File: src/rtl/axl_fifo_pkg.sv
package axl_fifo_pkg;

    localparam int PROT_W = 3;
    localparam int RESP_W = 2;

    // Minimum queue depth allowed for any channel.
    localparam int MIN_DEPTH = 16;
    // Thresholds must stay this far from the empty and full ends.
    localparam int TH_LOW_GAP  = 5;
    localparam int TH_HIGH_GAP = 3;

    function automatic bit depth_ok(input int depth);
        return (depth >= MIN_DEPTH) && ((depth & (depth - 1)) == 0);
    endfunction

    function automatic bit thresh_ok(input int th, input int depth);
        return (th >= TH_LOW_GAP) && (th <= depth - TH_HIGH_GAP);
    endfunction

    function automatic int level_width(input int depth);
        return $clog2(depth) + 1;
    endfunction

endpackage

File: src/rtl/axl_reset_arm.sv
// Holds every push-side ready low for the first cycle after reset release.
module axl_reset_arm (
    input  logic clk,
    input  logic rst_n,
    output logic live
);

    always_ff @(posedge clk or negedge rst_n) begin
        if (!rst_n) live <= 1'b0;
        else        live <= 1'b1;
    end

endmodule

File: src/rtl/axl_fifo_core.sv
// First-word fall-through queue: the head word is always on out_data.
module axl_fifo_core #(
    parameter int WIDTH = 8,
    parameter int DEPTH = 16,
    localparam int PTR_W = $clog2(DEPTH),
    localparam int LVL_W = PTR_W + 1
) (
    input  logic             clk,
    input  logic             rst_n,
    input  logic             live,
    input  logic [WIDTH-1:0] in_data,
    input  logic             in_valid,
    output logic             in_ready,
    output logic [WIDTH-1:0] out_data,
    output logic             out_valid,
    input  logic             out_ready,
    output logic [LVL_W-1:0] level
);

    logic [WIDTH-1:0] store [DEPTH];
    logic [PTR_W-1:0] wr_ptr;
    logic [PTR_W-1:0] rd_ptr;
    logic             push;
    logic             pop;

    assign in_ready  = live && (level != LVL_W'(DEPTH));
    assign out_valid = (level != '0);
    assign out_data  = store[rd_ptr];
    assign push      = in_valid && in_ready;
    assign pop       = out_valid && out_ready;

    always_ff @(posedge clk or negedge rst_n) begin
        if (!rst_n) begin
            wr_ptr <= '0;
            rd_ptr <= '0;
            level  <= '0;
        end else begin
            if (push) wr_ptr <= wr_ptr + 1'b1;
            if (pop)  rd_ptr <= rd_ptr + 1'b1;
            case ({push, pop})
                2'b10:   level <= level + 1'b1;
                2'b01:   level <= level - 1'b1;
                default: level <= level;
            endcase
        end
    end

    // Storage needs no reset: a slot is only read after it was written.
    always_ff @(posedge clk) begin
        if (push) store[wr_ptr] <= in_data;
    end

endmodule

File: src/rtl/axl_level_mon.sv
// Threshold flags derived from a queue occupancy.
module axl_level_mon #(
    parameter int DEPTH    = 16,
    parameter int FULL_TH  = 10,
    parameter int EMPTY_TH = 10,
    localparam int LVL_W = $clog2(DEPTH) + 1
) (
    input  logic [LVL_W-1:0] level,
    output logic             near_full,
    output logic             near_empty
);

    always_comb begin
        near_full  = (level >= LVL_W'(FULL_TH));
        near_empty = (level <= LVL_W'(EMPTY_TH));
    end

endmodule

File: src/rtl/axl_buf_bridge.sv
module axl_buf_bridge
    import axl_fifo_pkg::*;
#(
    parameter int ADDR_W     = 32,
    parameter int DATA_W     = 32,
    parameter int AW_DEPTH   = 16,
    parameter int W_DEPTH    = 16,
    parameter int B_DEPTH    = 16,
    parameter int AR_DEPTH   = 16,
    parameter int R_DEPTH    = 16,
    parameter int W_FULL_TH  = 10,
    parameter int W_EMPTY_TH = 10,
    parameter int R_FULL_TH  = 10,
    parameter int R_EMPTY_TH = 10,
    localparam int STRB_W = DATA_W / 8,
    localparam int W_LW   = $clog2(W_DEPTH) + 1,
    localparam int R_LW   = $clog2(R_DEPTH) + 1
) (
    input  logic              clk,
    input  logic              rst_n,
    input  logic [ADDR_W-1:0] up_aw_addr,
    input  logic [PROT_W-1:0] up_aw_prot,
    input  logic              up_aw_valid,
    output logic              up_aw_ready,
    output logic [ADDR_W-1:0] dn_aw_addr,
    output logic [PROT_W-1:0] dn_aw_prot,
    output logic              dn_aw_valid,
    input  logic              dn_aw_ready,
    input  logic [DATA_W-1:0] up_w_data,
    input  logic [STRB_W-1:0] up_w_strb,
    input  logic              up_w_valid,
    output logic              up_w_ready,
    output logic [DATA_W-1:0] dn_w_data,
    output logic [STRB_W-1:0] dn_w_strb,
    output logic              dn_w_valid,
    input  logic              dn_w_ready,
    input  logic [RESP_W-1:0] dn_b_resp,
    input  logic              dn_b_valid,
    output logic              dn_b_ready,
    output logic [RESP_W-1:0] up_b_resp,
    output logic              up_b_valid,
    input  logic              up_b_ready,
    input  logic [ADDR_W-1:0] up_ar_addr,
    input  logic [PROT_W-1:0] up_ar_prot,
    input  logic              up_ar_valid,
    output logic              up_ar_ready,
    output logic [ADDR_W-1:0] dn_ar_addr,
    output logic [PROT_W-1:0] dn_ar_prot,
    output logic              dn_ar_valid,
    input  logic              dn_ar_ready,
    input  logic [DATA_W-1:0] dn_r_data,
    input  logic [RESP_W-1:0] dn_r_resp,
    input  logic              dn_r_valid,
    output logic              dn_r_ready,
    output logic [DATA_W-1:0] up_r_data,
    output logic [RESP_W-1:0] up_r_resp,
    output logic              up_r_valid,
    input  logic              up_r_ready,
    output logic [W_LW-1:0]   w_level,
    output logic              w_near_full,
    output logic              w_near_empty,
    output logic [R_LW-1:0]   r_level,
    output logic              r_near_full,
    output logic              r_near_empty
);

    // configuration rules enforced at elaboration.
    localparam bit CFG_OK = depth_ok(AW_DEPTH) && depth_ok(W_DEPTH) && depth_ok(B_DEPTH)
                         && depth_ok(AR_DEPTH) && depth_ok(R_DEPTH)
                         && thresh_ok(W_FULL_TH, W_DEPTH) && thresh_ok(W_EMPTY_TH, W_DEPTH)
                         && thresh_ok(R_FULL_TH, R_DEPTH) && thresh_ok(R_EMPTY_TH, R_DEPTH)
                         && (STRB_W * 8 == DATA_W);
    generate
        if (!CFG_OK) begin : g_bad_cfg
            $error("axl_buf_bridge: depth or threshold setting out of range");
        end
    endgenerate

    // Packed channel words: payload fields only, handshakes excluded.
    typedef struct packed {
        logic [ADDR_W-1:0] addr;
        logic [PROT_W-1:0] prot;
    } addr_word_t;

    typedef struct packed {
        logic [DATA_W-1:0] data;
        logic [STRB_W-1:0] strb;
    } wdat_word_t;

    typedef struct packed {
        logic [DATA_W-1:0] data;
        logic [RESP_W-1:0] resp;
    } rdat_word_t;

    logic live;

    addr_word_t aw_in, aw_out, ar_in, ar_out;
    wdat_word_t w_in, w_out;
    rdat_word_t r_in, r_out;
    logic [AW_DEPTH == 0 ? 0 : $clog2(AW_DEPTH):0] aw_level;
    logic [$clog2(B_DEPTH):0]  b_level;
    logic [$clog2(AR_DEPTH):0] ar_level;

    axl_reset_arm u_arm (
        .clk   (clk),
        .rst_n (rst_n),
        .live  (live)
    );

    // Write address: manager -> subordinate.
    assign aw_in      = '{addr: up_aw_addr, prot: up_aw_prot};
    assign dn_aw_addr = aw_out.addr;
    assign dn_aw_prot = aw_out.prot;

    axl_fifo_core #(.WIDTH($bits(addr_word_t)), .DEPTH(AW_DEPTH)) u_aw_q (
        .clk       (clk),
        .rst_n     (rst_n),
        .live      (live),
        .in_data   (aw_in),
        .in_valid  (up_aw_valid),
        .in_ready  (up_aw_ready),
        .out_data  (aw_out),
        .out_valid (dn_aw_valid),
        .out_ready (dn_aw_ready),
        .level     (aw_level)
    );

    // Write data: manager -> subordinate.
    assign w_in      = '{data: up_w_data, strb: up_w_strb};
    assign dn_w_data = w_out.data;
    assign dn_w_strb = w_out.strb;

    axl_fifo_core #(.WIDTH($bits(wdat_word_t)), .DEPTH(W_DEPTH)) u_w_q (
        .clk       (clk),
        .rst_n     (rst_n),
        .live      (live),
        .in_data   (w_in),
        .in_valid  (up_w_valid),
        .in_ready  (up_w_ready),
        .out_data  (w_out),
        .out_valid (dn_w_valid),
        .out_ready (dn_w_ready),
        .level     (w_level)
    );

    axl_level_mon #(.DEPTH(W_DEPTH), .FULL_TH(W_FULL_TH), .EMPTY_TH(W_EMPTY_TH)) u_w_mon (
        .level      (w_level),
        .near_full  (w_near_full),
        .near_empty (w_near_empty)
    );

    // Write response: subordinate -> manager, response code only.
    axl_fifo_core #(.WIDTH(RESP_W), .DEPTH(B_DEPTH)) u_b_q (
        .clk       (clk),
        .rst_n     (rst_n),
        .live      (live),
        .in_data   (dn_b_resp),
        .in_valid  (dn_b_valid),
        .in_ready  (dn_b_ready),
        .out_data  (up_b_resp),
        .out_valid (up_b_valid),
        .out_ready (up_b_ready),
        .level     (b_level)
    );

    // Read address: manager -> subordinate.
    assign ar_in      = '{addr: up_ar_addr, prot: up_ar_prot};
    assign dn_ar_addr = ar_out.addr;
    assign dn_ar_prot = ar_out.prot;

    axl_fifo_core #(.WIDTH($bits(addr_word_t)), .DEPTH(AR_DEPTH)) u_ar_q (
        .clk       (clk),
        .rst_n     (rst_n),
        .live      (live),
        .in_data   (ar_in),
        .in_valid  (up_ar_valid),
        .in_ready  (up_ar_ready),
        .out_data  (ar_out),
        .out_valid (dn_ar_valid),
        .out_ready (dn_ar_ready),
        .level     (ar_level)
    );

    // Read data: subordinate -> manager.
    assign r_in      = '{data: dn_r_data, resp: dn_r_resp};
    assign up_r_data = r_out.data;
    assign up_r_resp = r_out.resp;

    axl_fifo_core #(.WIDTH($bits(rdat_word_t)), .DEPTH(R_DEPTH)) u_r_q (
        .clk       (clk),
        .rst_n     (rst_n),
        .live      (live),
        .in_data   (r_in),
        .in_valid  (dn_r_valid),
        .in_ready  (dn_r_ready),
        .out_data  (r_out),
        .out_valid (up_r_valid),
        .out_ready (up_r_ready),
        .level     (r_level)
    );

    axl_level_mon #(.DEPTH(R_DEPTH), .FULL_TH(R_FULL_TH), .EMPTY_TH(R_EMPTY_TH)) u_r_mon (
        .level      (r_level),
        .near_full  (r_near_full),
        .near_empty (r_near_empty)
    );

endmodule

File: config.mk
export PLATFORM = sky130hd
export DESIGN_NAME = axl_buf_bridge
export DESIGN_NICKNAME = d
export VERILOG_FILES = /design/src/rtl/axl_fifo_pkg.sv /design/src/rtl/axl_reset_arm.sv /design/src/rtl/axl_fifo_core.sv /design/src/rtl/axl_level_mon.sv /design/src/rtl/axl_buf_bridge.sv
export SDC_FILE = /design/constraint.sdc
export NUM_CORES = 2
export LEC_CHECK = 0
export BUFFER_PORTS_ARGS = -buffer_cell sky130_fd_sc_hd__buf_4
export CAP_MARGIN = 20
export CORE_MARGIN = 3
export CORE_UTILIZATION = 35
export CTS_BUF_LIST = sky130_fd_sc_hd__clkbuf_8
export DETAILED_ROUTE_END_ITERATION = 12
export HOLD_SLACK_MARGIN = 0.12
export PLACE_DENSITY = 0.59
export SLEW_MARGIN = 20
export SYNTH_ARGS = -nofsm -noshare
export SYNTH_HDL_FRONTEND = slang
export SYNTH_SLANG_ARGS = --single-unit
File: constraint.sdc
create_clock -name clk -period 4.2 [get_ports clk]
set_input_delay 1.26 -clock clk [delete_from_list [all_inputs] [get_ports clk]]
set_output_delay 1.26 -clock clk [all_outputs]
set_load 0.02 [all_outputs]
==> key figures <==
Worst setup path
  • CP Max Fanout: 8
  • Data arrival at the endpoint of the critical path: 2.99 ns
  • Endpoint required time on the critical path: 2.94 ns
  • Critical path cell sequence: buf_4 > buf_12 > buf_12 > buf_12 > mux4_2 > a22oi_2 > nand2_2 > buf_6
  • Kind of end point of the critical path: output pin
  • Most prevalent standard cell on the critical path: sky130_fd_sc_hd__buf_12
  • Class of the most critical setup path: flip-flop to output pin
  • Largest incremental delay on the critical path: 0.51 ns
  • Critical-path cell with the highest stage delay: sky130_fd_sc_hd__dfrtp_4
  • Critical Path Start Type: flip-flop

Detailed routing
  • Final routed wire length divided by cell count: 25.78 um
  • Average via count per standard cell: 5.197
  • First-iteration detailed-routing DRC count: 3935
  • Via count: 48210
  • Antenna violation net count after detailed routing: 0
  • Wire length on met3: 14710 um
  • Met1 routed wirelength after detailed routing: 95880 um
  • Remaining routing DRC violations: 0
  • Post-Route WL: 239200 um
  • Detailed-router iteration count before antenna repair: 5
  • Top layer reached by signal wires: met5
  • Wire length on met2: 121100 um

CTS
  • Worst-Skew Late Latency: 1.06 ns
  • Number of hold buffers added after cts: 0
  • Root cell of the clock tree: sky130_fd_sc_hd__clkbuf_8
  • CTS tree: built
  • Num Clock Sinks: 2338
  • CTS H-tree lvls: 5
  • Clock buffers created by TritonCTS: 387
  • Maximum buffer depth of the clock tree: 4
  • Clock input transition at the sequential cells of the worst setup and hold paths: 0.06 ns

Global routing
  • Pin count of the biggest net entering global routing: 56
  • Overall overflow remaining after global route: 0
  • Total Routing Usage GR: 17.19%
  • Wire length of the first global-routing pass: 339300 um
  • Vias in the first global route: 49800
  • Antenna violations before repair: 25

STA
  • Worst-case hold slack: 0.3940 ns
  • Setup WS post-layout: -0.05437 ns
  • Setup repair after global routing missed its margin: true
  • Min Tclk post-route: 4.254 ns
  • Maximum clock frequency: 0.2351 GHz
  • Worst-Margin Slew: 0.9953 ns
  • Final Hold Viols: 0
  • Rel. slew slack: 33.65%
  • Max-slew violation count: 0
  • Share of the cycle needed by the critical path after routing: 101.3%
  • Final Setup Violations: 11
  • Final clock skew: 0.1076 ns

Status
  • Result of the run: finished with violations
  • Violations in the final reports: negative setup slack

Pwr
  • Leakage dissipation: 38.66 nW
  • Worst ir drop on vdd: 0.0005214 V
  • Total power density per cell area: 704.3 mW/mm^2

Placed design
  • Placed Instance Area: 0.09934 sq mm
  • Port Buffer Count: 319
  • Placed Instances: 8314
  • Final estimated routing congestion in global placement: 0.7417
  • Setup Slack @ Placement: 0.3638 ns
  • HPWL after DPL: 124400 um

Synthesis
  • Synthesized area per cell: 19.49 sq um
  • Synthesized flop and latch total: 2338
  • Post-Synthesis Cells: 4686
  • Sequential share of the synthesized area: 76.50%
  • Share of Yosys cell area claimed by the top area cell type: 74.69%
  • Synthesis warning total: 0
  • Total nets after synthesis: 4890
  • Count of different cell masters after synthesis: 42
  • Cell type with the largest total area after synthesis: sky130_fd_sc_hd__edfxtp_1
  • Ranking of synthesized cells by area: sky130_fd_sc_hd__edfxtp_1, sky130_fd_sc_hd__mux4_2, sky130_fd_sc_hd__mux2i_1
  • Mapped Area: 0.09134 sq mm

Floorplanning
  • I/O pin total: 320
  • Count of standard-cell rows: 186
  • Effective utilization at floorplan: 35.36%
  • Overall die width: 516.9 um
  • Die ar.: 0.2671 sq mm
  • Overall die height: 516.9 um
  • Core footprint: 0.2583 sq mm

Job
  • Max capacitance violation total: 0

Min path
  • Tightest Hold Check Type: primary input to async pin

Final layout
  • Count of placed standard cells in the final layout, fillers left out: 9277
  • Area growth from synthesis to layout: 24.23%
  • End-of-flow core utilization: 43.93%
  • Final Net Count: 5765
  • Finished Cell Area: 0.1135 sq mm
  • Layout cell share with drive strength beyond 1: 37.06%
==> registers in the layout, summed over array words and instances (netlist names) <==
register,cells
u_b_q.level,5
u_r_q.wr_ptr,4
u_r_q.rd_ptr,4
u_w_q.level,5
u_aw_q.store,560
u_w_q.store,576
u_b_q.rd_ptr,4
u_b_q.store,32
u_r_q.level,5
u_aw_q.wr_ptr,4
u_ar_q.wr_ptr,4
u_r_q.store,544
u_ar_q.rd_ptr,4
u_aw_q.rd_ptr,4
u_aw_q.level,5
u_w_q.wr_ptr,4
u_ar_q.level,5
u_w_q.rd_ptr,4
u_b_q.wr_ptr,4
u_ar_q.store,560
u_arm.live,1
==> metal layers <==
layer	vias up	track usage, %
met1	25160	21.70
li1	21070	-
met3	464	3.506
met5	-	0
met4	22	6.311
met2	1498	29.25
==> timing repair <==
action / 4_1_cts / 5_1_grt
setup endpoints to repair: 142 / 141
gates resized for setup: 500 / 517
buffers inserted: 87 / 91
pin swaps: 176 / 281
gates cloned: 50 / 30
==> logic make-up (layout without fill, tap and decap cells) <==
group / after synthesis / after routing / synth area share (%)
buffers and inverters: 289 / 1480 / 1.770
adder cells (fa/ha/maj): 50 / 50 / 0.7260
multiplexers: 858 / 858 / 13.50
XOR/XNOR: 51 / 51 / 0.4890
AND/OR/NAND/NOR: 339 / 341 / 1.766
AO/OA/AOI/OAI: 760 / 760 / 5.246
other: 1 / 15 / 0.004105
flip-flops: 2338 / 2338 / 76.50
==> critical path, delay by kind of cell (launching register included) <==
family                 cells  cell delay [ns]
and+or+nand+nor            1             0.10
muxes                      1             0.43
buffers and inverters      5             0.72
AOI/OAI and AO/OA          1             0.18
DFF                        1             0.51
==> path summary, 6_finish.rpt <==
kind,cells past startpoint,slack [ns],to,startpoint
max in group asynchronous,1,2.95,u_ar_q.rd_ptr[0],rst_n
worst max register to register,11,0.85,u_ar_q.level[4],u_arm.live
min in group clk,1,0.48,u_b_q.level[4],u_b_q.level[4]
worst min register to register,1,0.48,u_b_q.level[4],u_b_q.level[4]
worst min-delay path,1,0.39,u_b_q.level[3],rst_n
worst max-delay path,8,-0.05,dn_w_data[5],u_w_q.rd_ptr[0]
==> cells in the final DEF, fill, tap and decap left out, drive strengths merged, types with 18 or more instances in the layout <==
cell	netlist	layout
a21oi	154	154
a221oi	140	140
a22oi	142	142
and2	46	47
buf	150	713
clkbuf	108	431
clkinv	0	134
dfrtp	66	66
edfxtp	2272	2272
ha	45	45
inv	31	181
mux2	152	152
mux2i	422	422
mux4	284	284
nand2	184	184
nand2b	18	18
nor2	39	39
o21ai	309	309
xnor2	35	35
==> area by class of cell <==
| type | count | area (sq um) |
|---|---|---|
| clock inverter | 303 | 1705 |
| clock buffer | 404 | 5560 |
| inverter | 31 | 116.4 |
| multi-input combinational | 2061 | 22330 |
| antenna | 14 | 35.03 |
| sequential | 2338 | 69930 |
| tap | 3384 | 4234 |
| fill | 22170 | 144800 |
| timing repair buffer | 742 | 9560 |
==> synthesized netlist by cell type <==
| cell type | instances |
|---|---|
| sky130_fd_sc_hd__mux2_1 | 1 |
| sky130_fd_sc_hd__nand4_1 | 6 |
| sky130_fd_sc_hd__nor2_1 | 39 |
| sky130_fd_sc_hd__dfrtp_1 | 66 |
| sky130_fd_sc_hd__nor3_1 | 14 |
| sky130_fd_sc_hd__and3_1 | 2 |
| sky130_fd_sc_hd__ha_1 | 45 |
| sky130_fd_sc_hd__a22oi_1 | 142 |
| sky130_fd_sc_hd__mux2_2 | 151 |
| sky130_fd_sc_hd__nand2b_1 | 18 |
| sky130_fd_sc_hd__a21boi_1 | 4 |
| sky130_fd_sc_hd__buf_2 | 68 |
| sky130_fd_sc_hd__inv_1 | 29 |
| sky130_fd_sc_hd__a21oi_1 | 154 |
| sky130_fd_sc_hd__fa_1 | 5 |
| sky130_fd_sc_hd__nor3b_2 | 4 |
| sky130_fd_sc_hd__xnor2_1 | 35 |
| sky130_fd_sc_hd__a221oi_1 | 129 |
| sky130_fd_sc_hd__a21o_1 | 8 |
| sky130_fd_sc_hd__mux4_2 | 284 |
| sky130_fd_sc_hd__inv_2 | 2 |
| sky130_fd_sc_hd__xor2_1 | 16 |
| sky130_fd_sc_hd__clkbuf_1 | 108 |
| sky130_fd_sc_hd__o22ai_1 | 2 |
| sky130_fd_sc_hd__nor4_2 | 4 |
| sky130_fd_sc_hd__buf_1 | 8 |
| sky130_fd_sc_hd__and2_1 | 46 |
| sky130_fd_sc_hd__or3b_2 | 4 |
| sky130_fd_sc_hd__nand2_1 | 183 |
| sky130_fd_sc_hd__nor4_4 | 1 |
| sky130_fd_sc_hd__mux2i_1 | 422 |
| sky130_fd_sc_hd__a21boi_2 | 1 |
| sky130_fd_sc_hd__o21ai_0 | 293 |
| sky130_fd_sc_hd__edfxtp_1 | 2272 |
| sky130_fd_sc_hd__conb_1 | 1 |
| sky130_fd_sc_hd__nand2_2 | 1 |
| sky130_fd_sc_hd__buf_4 | 29 |
| sky130_fd_sc_hd__nand3_1 | 8 |
| sky130_fd_sc_hd__o21ai_1 | 16 |
| sky130_fd_sc_hd__a221oi_2 | 11 |
| sky130_fd_sc_hd__nor2b_1 | 9 |
| sky130_fd_sc_hd__buf_6 | 45 |
==> metrics by stage <==
| stage | power, W | TNS, ns |
|---|---|---|
| after CTS | 0.07728 | -17.14 |
| after detailed placement | 0.05275 | 0 |
| final | 0.07992 | -0.2902 |
| after global routing | 0.08366 | -14.33 |
| after floorplan | 0.04373 | 0 |
| after global placement | 0.05254 | 0 |
==> report_power, final <==
| part | leakage (nW) | switching, W | internal (W) |
|---|---|---|---|
| combinational | 13.3 | 0.0174 | 0.0155 |
| clock | 4.16 | 0.00933 | 0.00958 |
| sequential | 21.2 | 0.00102 | 0.0271 |
No activity file was read; power rests on OpenSTA's default activity.
